## src/rtl/sysctl_pkg.sv

```systemverilog
package sysctl_pkg;

  localparam int DATA_W = 32;
  localparam int MAP_W  = 5;

  typedef enum logic [3:0] {
    K_NONE, K_GIN, K_GOUT, K_GIEN, K_TMR, K_CMD,
    K_SCR, K_LOCK, K_FREQ, K_CAPS, K_SYSID
  } reg_kind_e;

  localparam logic [15:0] SHUTDOWN_CODE = 16'h000E;
  localparam logic [DATA_W-1:0] CMD_READY = 32'h0000_0001;

  function automatic reg_kind_e kind_of(input logic [MAP_W-1:0] idx);
    case (idx)
      5'd0:                       return K_GIN;
      5'd1:                       return K_GOUT;
      5'd2:                       return K_GIEN;
      5'd4, 5'd5, 5'd6,
      5'd8, 5'd9, 5'd10:          return K_TMR;
      5'd16:                      return K_CMD;
      5'd20:                      return K_SCR;
      5'd21:                      return K_LOCK;
      5'd29:                      return K_FREQ;
      5'd30:                      return K_CAPS;
      5'd31:                      return K_SYSID;
      default:                    return K_NONE;
    endcase
  endfunction

  function automatic logic is_readonly(input reg_kind_e k);
    return (k == K_GIN) || (k == K_FREQ) || (k == K_CAPS);
  endfunction

  function automatic logic is_shutdown_cmd(input logic [15:0] low_half);
    return low_half == SHUTDOWN_CODE;
  endfunction

endpackage

```

## src/rtl/sysctl_decode.sv

```systemverilog
module sysctl_decode
  import sysctl_pkg::*;
#(
  parameter int ADDR_W = 8
) (
  input  logic [ADDR_W-1:0] addr,
  output reg_kind_e         kind,
  output logic [1:0]        tmr_reg,
  output logic              tmr_group
);
  localparam int IDX_W = ADDR_W - 2;

  logic [IDX_W-1:0] word_idx;
  logic             in_range;

  assign word_idx  = addr[ADDR_W-1:2];
  assign in_range  = (word_idx >> MAP_W) == '0;
  assign kind      = in_range ? kind_of(word_idx[MAP_W-1:0]) : K_NONE;
  assign tmr_reg   = word_idx[1:0];
  assign tmr_group = word_idx[3];
endmodule

```

## src/rtl/sysctl_gpio.sv

```systemverilog
module sysctl_gpio #(
  parameter int               GPIO_W     = 4,
  parameter logic [GPIO_W-1:0] GPIO_STRAP = 1
) (
  input  logic              clk,
  input  logic              rst_n,
  input  logic [GPIO_W-1:0] pins,
  input  logic              wr_out,
  input  logic              wr_ien,
  input  logic [GPIO_W-1:0] wdata,
  output logic [GPIO_W-1:0] gin_q,
  output logic [GPIO_W-1:0] gout_q,
  output logic [GPIO_W-1:0] gien_q,
  output logic              irq
);
  always_ff @(posedge clk or negedge rst_n) begin
    if (!rst_n) begin
      gin_q  <= GPIO_STRAP;
      gout_q <= '0;
      gien_q <= '0;
    end else begin
      gin_q <= pins;
      if (wr_out) gout_q <= wdata;
      if (wr_ien) gien_q <= wdata;
    end
  end

  assign irq = |(gin_q & gien_q);
endmodule

```

## src/rtl/sysctl_dbg.sv

```systemverilog
module sysctl_dbg
  import sysctl_pkg::*;
(
  input  logic              clk,
  input  logic              rst_n,
  input  logic              wr_scr,
  input  logic              wr_lock,
  input  logic [DATA_W-1:0] wdata,
  output logic [DATA_W-1:0] scratch_q,
  output logic              lock_q
);
  always_ff @(posedge clk or negedge rst_n) begin
    if (!rst_n) begin
      scratch_q <= '0;
      lock_q    <= 1'b0;
    end else begin
      if (wr_scr)  scratch_q <= wdata;
      if (wr_lock) lock_q    <= 1'b1;
    end
  end
endmodule

```

## src/rtl/sysctl_cmd.sv

```systemverilog
module sysctl_cmd
  import sysctl_pkg::*;
(
  input  logic        clk,
  input  logic        rst_n,
  input  logic        wr_cmd,
  input  logic        wr_sysid,
  input  logic [15:0] wdata_lo,
  output logic        shutdown_q,
  output logic        sysreset_q
);
  logic shutdown_hit;

  assign shutdown_hit = wr_cmd && is_shutdown_cmd(wdata_lo);

  always_ff @(posedge clk or negedge rst_n) begin
    if (!rst_n) begin
      shutdown_q <= 1'b0;
      sysreset_q <= 1'b0;
    end else begin
      shutdown_q <= shutdown_hit;
      sysreset_q <= wr_sysid;
    end
  end
endmodule

```

## src/rtl/sysctl_regbank.sv

```systemverilog
module sysctl_regbank
  import sysctl_pkg::*;
#(
  parameter int                ADDR_W     = 8,
  parameter int                GPIO_W     = 4,
  parameter logic [31:0]       SYS_ID     = 32'h1001_4D31,
  parameter logic [31:0]       CLK_FREQ   = 32'd80000000,
  parameter logic [31:0]       CAPS       = 32'h0000_0000,
  parameter logic [GPIO_W-1:0] GPIO_STRAP = 1
) (
  input  logic              clk,
  input  logic              rst_n,
  input  logic              req_valid,
  input  logic              req_write,
  input  logic [ADDR_W-1:0] req_addr,
  input  logic [31:0]       req_wdata,
  output logic              rsp_valid,
  output logic [31:0]       rsp_rdata,
  output logic              err_strobe,
  input  logic [GPIO_W-1:0] gpio_pins,
  output logic [GPIO_W-1:0] gpio_out,
  output logic              gpio_irq,
  output logic              shutdown_req,
  output logic              sysreset_req,
  output logic              tmr_valid,
  output logic              tmr_write,
  output logic              tmr_group,
  output logic [1:0]        tmr_reg,
  output logic [31:0]       tmr_wdata,
  input  logic [31:0]       tmr_rdata
);
  reg_kind_e         kind;
  logic              wr_en, rd_en;
  logic              wr_gout, wr_gien, wr_scr, wr_lock, wr_cmd, wr_sysid;
  logic              access_err;
  logic [GPIO_W-1:0] gin_q, gout_q, gien_q;
  logic [31:0]       scratch_q;
  logic              lock_q;
  logic [31:0]       rd_mux;

  sysctl_decode #(.ADDR_W(ADDR_W)) u_decode (
    .addr      (req_addr),
    .kind      (kind),
    .tmr_reg   (tmr_reg),
    .tmr_group (tmr_group)
  );

  assign wr_en    = req_valid &&  req_write;
  assign rd_en    = req_valid && !req_write;
  assign wr_gout  = wr_en && (kind == K_GOUT);
  assign wr_gien  = wr_en && (kind == K_GIEN);
  assign wr_scr   = wr_en && (kind == K_SCR);
  assign wr_lock  = wr_en && (kind == K_LOCK);
  assign wr_cmd   = wr_en && (kind == K_CMD);
  assign wr_sysid = wr_en && (kind == K_SYSID);
  assign access_err = req_valid &&
                      ((kind == K_NONE) || (req_write && is_readonly(kind)));

  assign tmr_valid = req_valid && (kind == K_TMR);
  assign tmr_write = req_write;
  assign tmr_wdata = req_wdata;

  sysctl_gpio #(.GPIO_W(GPIO_W), .GPIO_STRAP(GPIO_STRAP)) u_gpio (
    .clk    (clk),
    .rst_n  (rst_n),
    .pins   (gpio_pins),
    .wr_out (wr_gout),
    .wr_ien (wr_gien),
    .wdata  (req_wdata[GPIO_W-1:0]),
    .gin_q  (gin_q),
    .gout_q (gout_q),
    .gien_q (gien_q),
    .irq    (gpio_irq)
  );

  sysctl_dbg u_dbg (
    .clk       (clk),
    .rst_n     (rst_n),
    .wr_scr    (wr_scr),
    .wr_lock   (wr_lock),
    .wdata     (req_wdata),
    .scratch_q (scratch_q),
    .lock_q    (lock_q)
  );

  sysctl_cmd u_cmd (
    .clk        (clk),
    .rst_n      (rst_n),
    .wr_cmd     (wr_cmd),
    .wr_sysid   (wr_sysid),
    .wdata_lo   (req_wdata[15:0]),
    .shutdown_q (shutdown_req),
    .sysreset_q (sysreset_req)
  );

  assign gpio_out = gout_q;

  always_comb begin
    case (kind)
      K_GIN:   rd_mux = 32'(gin_q);
      K_GOUT:  rd_mux = 32'(gout_q);
      K_GIEN:  rd_mux = 32'(gien_q);
      K_TMR:   rd_mux = tmr_rdata;
      K_CMD:   rd_mux = CMD_READY;
      K_SCR:   rd_mux = scratch_q;
      K_LOCK:  rd_mux = 32'(lock_q);
      K_FREQ:  rd_mux = CLK_FREQ;
      K_CAPS:  rd_mux = CAPS;
      K_SYSID: rd_mux = SYS_ID;
      default: rd_mux = '0;
    endcase
  end

  always_ff @(posedge clk or negedge rst_n) begin
    if (!rst_n) begin
      rsp_valid  <= 1'b0;
      rsp_rdata  <= '0;
      err_strobe <= 1'b0;
    end else begin
      rsp_valid  <= req_valid;
      err_strobe <= access_err;
      rsp_rdata  <= rd_en ? rd_mux : '0;
    end
  end
endmodule

```

## config.mk

```make
export PLATFORM = sky130hd
export DESIGN_NAME = sysctl_regbank
export DESIGN_NICKNAME = d
export VERILOG_FILES = /design/src/rtl/sysctl_pkg.sv /design/src/rtl/sysctl_decode.sv /design/src/rtl/sysctl_gpio.sv /design/src/rtl/sysctl_dbg.sv /design/src/rtl/sysctl_cmd.sv /design/src/rtl/sysctl_regbank.sv
export SDC_FILE = /design/constraint.sdc
export NUM_CORES = 1
export LEC_CHECK = 0
export BUFFER_PORTS_ARGS = -buffer_cell sky130_fd_sc_hd__buf_2
export CAP_MARGIN = 40
export CELL_PAD_IN_SITES_DETAIL_PLACEMENT = 0
export CELL_PAD_IN_SITES_GLOBAL_PLACEMENT = 2
export CORE_UTILIZATION = 31
export DETAILED_ROUTE_END_ITERATION = 16
export GPL_ROUTABILITY_DRIVEN = 0
export HOLD_SLACK_MARGIN = 0.15
export PLACE_DENSITY = 0.86
export SLEW_MARGIN = 30
export SYNTH_ARGS = -nofsm -noshare
export SYNTH_HDL_FRONTEND = slang
export SYNTH_HIERARCHICAL = 1
export SYNTH_SLANG_ARGS = --single-unit
```

## constraint.sdc

```tcl
create_clock -name clk -period 2.2 [get_ports clk]
set_input_delay 0.11 -clock clk [delete_from_list [all_inputs] [get_ports clk]]
set_output_delay 0.11 -clock clk [all_outputs]
set_load 0.05 [all_outputs]
```

==> impl_metrics.yaml, run 1 <==
outcome:
  status: "completed"
sta:
  finalCritPeriodShare_pct: 94.5
  hold_viol: 0
  setup_ws_ns: 0.121
  maxSlewHeadroom_pct: 65.4
  fmax_mhz: 481
  setup_viol: 0
  slew_viol_final: 0
  rsz0062_at_grt: "true"
  fin_tns_setup_ns: 0
  finClkSkew_ns: 0.00844
  period_minus_slack_ns: 2.08
  worst_pin_slew_ns: 0.519
  hold_ws_ns: 0.209
grt:
  grt_pass1_wl_mm: 17.8
  grt_start_max_net_pins: 44
  grt-ovfl-total: 0
  grt_pass1_vias: 3453
  antenna_found_initial: 0
  grtUsageTotal_pct: 16.7
yosys:
  synthArstFlopShare_pct: 100
  synth-edff-count: 0
  syn_area_mm2: 0.00413
  synth-seq-cells: 81
  syn-mean-instance-area_um2: 12.6
  yosysTopAreaCell: "dfrtp_1"
  synthFlopType: "dfrtp_1"
  synth.top_cell.area_share_pct: 48.5
  synthesis.nets: 413
  synth.area.top_cells: "dfrtp_1 (48%), mux2_4 (11%), buf_4 (7.1%)"
  ys_seq_area_share_pct: 49.1
  synthCells: 327
  synth_cell_type_count: 47
  yosys_warnings: 6
worst_setup_path:
  critical_path.max_fanout: 4
  r2r-start: "u_gpio/gien_q[1]"
  crit_arrival_ns: 1.97
  critPathCaptureType: "primary output"
  startpoint: "req_addr[3]"
  cp_data_required_time_ns: 2.09
  cp-start-kind: "primary input"
  criticalPathCategory: "in -> out"
clock_tree:
  h-tree-depth: 3
  cts_buffers: 9
  path_clk_slew_ns: 0.06
  post-cts-setup-buffers: 0
  insertion_delay_ns: 0.33
  tritoncts: "built"
  cts_buffer_depth: 2
  cts_sinks: 81
  root_buffer: "clkbuf_16"
route:
  wl_mm: 11.2
  routed_via_density: 4.64
  dr.max_layer_used: "met4"
  met1_length_mm: 5.13
  wl_per_cell_um: 15.5
  vias: 3342
  route.met3.wl_um: 626
  firstDrtPassIters: 4
  antenna_left: 0
  drtIter0Drc: 214
  met2_wirelength_mm: 5.31
  drc: 0
placed_design:
  port_buffers: 155
  placed_area_mm2: 0.00504
  dp_hpwl_mm: 7.78
  dp_slack_ns: -0.197
  place_inst: 638
final_layout:
  seq_area_mm2: 0.00203
  fin_util_pct: 46.9
  syn_to_final_growth_pct: 45.8
  fin_cells: 720
  final_common_cell: "buf_2"
  final_cell_area_mm2: 0.00602
  nets: 629
  final_cell_mix: "buf_2 (153), dfrtp_1 (80), dlygate4sd3_1 (66)"
  multi_input_area_mm2: 0.00166
  diodes: 0
  fillers: 1187
  drive_above_1_share_pct: 50.9
floorplan:
  core_area_mm2: 0.0128
  io_pins: 158
  die_height_um: 117
  die_area_mm2: 0.0138
  start_util_pct: 32.2
  dieWidth_um: 117
  num_rows: 41
power_and_ir_drop:
  power.switching_mw: 1.08
  vdd_drop_max_v: 0.000458
  p_sw_share_pct: 27.8
  intPower_mw: 2.80
  power_per_cell_area_mw_per_mm2: 644
  p_comb_share_pct: 20.0
  seq_power_share_pct: 41.5
  p_leak_nw: 2.92
  fin_total_pwr_mw: 3.88
  p_clk_share_pct: 38.5
job:
  cap_violations: 0
worst_hold_path:
  hp-start: "tmr_rdata[3]"
  hp-class: "in -> reg"
final timing paths:
check / slack (ns) / depth (start not counted) / to
hold reg to reg: 0.47 / 1 / u_dbg/lock_q
min in group asynchronous: 0.29 / 2 / u_gpio/gout_q[2]
setup / recovery: 0.12 / 12 / tmr_valid
max in group asynchronous: 1.29 / 3 / rsp_rdata[4]
hold / removal: 0.21 / 4 / rsp_rdata[3]
setup reg to reg: 1.03 / 4 / rsp_rdata[1]
registers in the layout, indices dropped and copies added, names as in the netlist, 4 cells and up:
signal,count
rsp_rdata,32
u_gpio/gout_q,4
u_gpio/gin_q,4
u_dbg/scratch_q,32
u_gpio/gien_q,4
area by class of cell:
class | count | area share [%]
sequential | 81 | 33.7
timing repair buffer | 261 | 30.0
multi-input combinational | 187 | 27.6
clock buffer | 12 | 4.10
tap | 172 | 3.58
clock inverter | 4 | 0.852
inverter | 3 | 0.187
worst max-delay path, cell delays in order:
cell and delay, ns:
buf_2 0.12, inv_1 0.11, ha_1 0.20, and4bb_2 0.25, nor2_1 0.05, a21oi_2 0.20, nand2b_2 0.10, buf_4 0.14
buf_4 0.15, nor3_4 0.19, and2_1 0.16, buf_4 0.19
per-layer routing:
metal,global-route usage [%],up-vias
met4,5.76,0
met5,0,-
li1,-,1566
met3,3.65,8
met1,22.1,1634
met2,26.7,134
Yosys cell counts, drive strengths merged, types with 2 or more instances:
cell type	instances
nor4	3
nand3	3
nand2b	4
inv	3
ha	6
dfrtp	80
a32oi	3
nand2	9
buf	55
a22o	2
nor3b	2
mux2i	4
nand3b	2
nor4b	5
or2	2
mux2	44
o21ai	2
a21oi	19
a22oi	30
nor2b	5
nor2	24
nor3	7
power groups by stage:
stage	Sequential (mW)	Combinational, mW	Clock [mW]
finish	1.61	0.777	1.49
floorplan	1.71	0.396	0
detailed placement	1.63	0.685	0
CTS	1.61	0.778	1.53
global placement	1.63	0.679	0
global route	1.61	0.828	1.58
timing repair:
item | 4_1_cts | 5_1_grt
setup endpoints to repair | 1 | 43
hold buffers | 66 | 0
pin swaps | 0 | 0
resized for setup | 1 | 2
endpoints found under the hold margin | 112 | 0
cell families (layout without fill, tap and decap cells):
group | after synthesis | count (layout) | share of synthesized area, %
muxes | 48 | 48 | 15.7
buffers and inverters | 59 | 280 | 11.7
AOI/OAI and AO/OA | 62 | 62 | 10.5
adders and majority gates | 6 | 6 | 1.82
DFF | 81 | 81 | 49.1
and+or+nand+nor | 71 | 71 | 11.1
(Power assumes the default switching activity.)
==> run 2, diff against run 1 <==
CORE_UTILIZATION = 30   (was 31)
SYNTH_HIERARCHICAL = default   (was 1)
==> run 2 against run 1 <==
Synthesized cell count fell by 4.3%. Utilization fell by 1.8 points. Highest routed layer unchanged. First-iteration DRC count fell by 7.5%. Final cell count fell by 4.6%. Critical path type is now in -> reg. Fmax rose by 9.1%. Clock power barely moved. Die area fell by 2.9%. Largest power group unchanged. Clock skew barely moved. Clock-buffer cell count fell by 3. Power rose by 0.46%. Cell area fell by 5.4%.
==> impl_metrics.yaml, run 2 <==
worst_setup_path:
  cp-start-kind: "primary input"
  critPathCaptureType: "flop"
  cp_data_required_time_ns: 2.39
  startpoint: "req_addr[2]"
  critical_path.max_fanout: 8
  ff2ff_path_depth: 3
  crit_arrival_ns: 2.10
  r2r-start: "u_gpio.gout_q[1]"
  criticalPathCategory: "in -> reg"
  rrSetupSlack_ns: 0.91
  regToRegEndpoint: "rsp_rdata[1]"
clock_tree:
  tritoncts: "built"
  cts_buffers: 9
  cts_sinks: 81
  root_buffer: "clkbuf_16"
  path_clk_slew_ns: 0.06
  post-cts-setup-buffers: 0
  cts_buffer_depth: 2
  insertion_delay_ns: 0.33
  h-tree-depth: 3
grt:
  antenna_found_initial: 0
  use_met2_pct: 29.4
  grtUsageTotal_pct: 16.4
  grt_pass1_wl_mm: 16.5
  grt_pass1_vias: 3220
  grt.busiest_layer: "met2"
  grt_start_max_net_pins: 48
  use_met3_pct: 3.19
  grt_use_met1_pct: 19.9
  grt-ovfl-total: 0
worst_hold_path:
  hold_depth: 3
  hp-class: "in -> reg"
  min_to: "rsp_rdata[8]"
  hp-start: "tmr_rdata[8]"
floorplan:
  start_util_pct: 30.7
  dieWidth_um: 116
  io_pins: 158
  num_rows: 41
  die_area_mm2: 0.0134
  die_height_um: 116
  core_area_mm2: 0.0126
power_and_ir_drop:
  seq_power_share_pct: 41.9
  power_per_cell_area_mw_per_mm2: 684
  p_comb_share_pct: 19.8
  p_clk_share_pct: 38.3
  vdd_drop_max_v: 0.000395
  power.switching_mw: 1.11
  p_sw_share_pct: 28.5
  intPower_mw: 2.78
  p_leak_nw: 2.91
yosys:
  synth-seq-cells: 81
  synth.top_cell.area_share_pct: 51.7
  synth_common_cells: "dfrtp_1 (80), buf_4 (38), a22oi_1 (30), mux2_4 (30), nor2_1 (20)"
  synthesis.nets: 399
  syn_area_mm2: 0.00387
  synth-edff-count: 0
  synthCells: 313
  yosysMostFrequentCell: "dfrtp_1"
  synth_cell_type_count: 36
  synthFlopType: "dfrtp_1"
  yosysTopAreaCell: "dfrtp_1"
  ys_seq_area_share_pct: 52.3
  synth.area.top_cells: "dfrtp_1 (52%), mux2_4 (12%), buf_4 (7.4%)"
  synthArstFlopShare_pct: 100
  yosys_warnings: 0
  syn-mean-instance-area_um2: 12.4
final_layout:
  final_common_cell: "buf_2"
  drive_above_1_share_pct: 43.9
  fin_cells: 687
  diodes: 0
  largest_registers: "rsp_rdata x32, u_dbg.scratch_q x32"
  final_cell_mix: "buf_2 (154), dfrtp_1 (80), dlygate4sd3_1 (67)"
  fillers: 1176
  syn_to_final_growth_pct: 46.9
  nets: 596
route:
  firstDrtPassIters: 5
  wl_per_cell_um: 16.0
  drtIter0Drc: 198
  vias: 3215
  wl_mm: 11.0
  antenna_left: 0
  routed_via_density: 4.68
  drc: 0
sta:
  hold_ws_ns: 0.153
  slew_viol_final: 0
  finClkSkew_ns: 0.00827
  finalCritPeriodShare_pct: 86.6
  worst_pin_slew_ns: 0.541
  rsz0062_at_grt: "false"
  maxSlewHeadroom_pct: 63.7
  period_minus_slack_ns: 1.90
  fmax_mhz: 525
  setup_viol: 0
  hold_viol: 0
placed_design:
  place_inst: 604
  port_buffers: 155
  dp_hpwl_mm: 7.33
job:
  cap_violations: 0
outcome:
  status: "completed"
[run 2: area by class of cell]
cell class              count  area, µm²  share of cell area [%]
clock inverters             7       75.1                    1.32
clock buffers               9        225                    3.96
flip-flops and latches     81       2030                    35.6
inverters                   2       7.51                   0.132
repair buffers            240       1670                    29.4
multi-input cells         176       1470                    25.8
well taps                 172        215                    3.78
[run 2: stage by stage]
step           setup slack (ns)  setup TNS [ns]  utilization (%)  area, µm²  power (mW)
3_5_place_dp            -0.0332          -0.250             37.4       4720        2.34
2_1_floorplan             0.218               0                -       3870        2.12
6_report                  0.296               0             45.1       5690        3.89
4_1_cts                   0.273               0             45.1       5690        3.95
3_3_place_gp             0.0375               0             37.4       4720        2.33
5_1_grt                   0.158               0             45.1       5690        4.06
[run 2: critical path, cell delays in order]
cell and delay (ns):
buf_2 0.12, inv_1 0.10, ha_1 0.21, mux2_1 0.30
nand2_1 0.11, a311o_1 0.19, buf_4 0.17, mux2_1 0.34
a222oi_1 0.33, a21oi_1 0.12
[run 2: per-layer routing]
layer	share of wire [%]	up-vias
li1	-	1492
met1	44	1587
met2	50	123
met3	4.5	13
met4	1.5	0
met5	0	-
[run 2: cell families after synthesis]
group / count (synthesis) / share of synthesized area [%]
flops: 81 / 52.3
compound gates: 63 / 11.2
simple gates: 61 / 8.40
buf+inv: 56 / 9.91
mux: 45 / 16.0
fa+ha+maj: 6 / 1.94
xor+xnor: 1 / 0.226
[run 2: timing repair]
| action | CTS | global route |
|---|---|---|
| endpoints found under the hold margin | 108 | 0 |
| gates resized for setup | 0 | 0 |
| hold buffers | 67 | 0 |
[run 2: worst max-delay path by stage]
stage / endpoint / cells past startpoint / slack (ns)
4_1_cts: rsp_rdata[1] / 10 / 0.27
3_3_place_gp: rsp_rdata[3] / 10 / 0.04
3_5_place_dp: rsp_rdata[16] / 10 / -0.03
5_1_grt: rsp_rdata[2] / 10 / 0.16
6_report: rsp_rdata[1] / 10 / 0.30
2_1_floorplan: u_dbg.scratch_q[0] / 11 / 0.22
[run 2: power by group through the flow]
stage / clock [mW] / combinational, mW / sequential, mW
finish: 1.49 / 0.770 / 1.63
global route: 1.60 / 0.823 / 1.64
CTS: 1.54 / 0.775 / 1.63
detailed placement: 0 / 0.679 / 1.66
global placement: 0 / 0.672 / 1.66
floorplan: 0 / 0.382 / 1.74
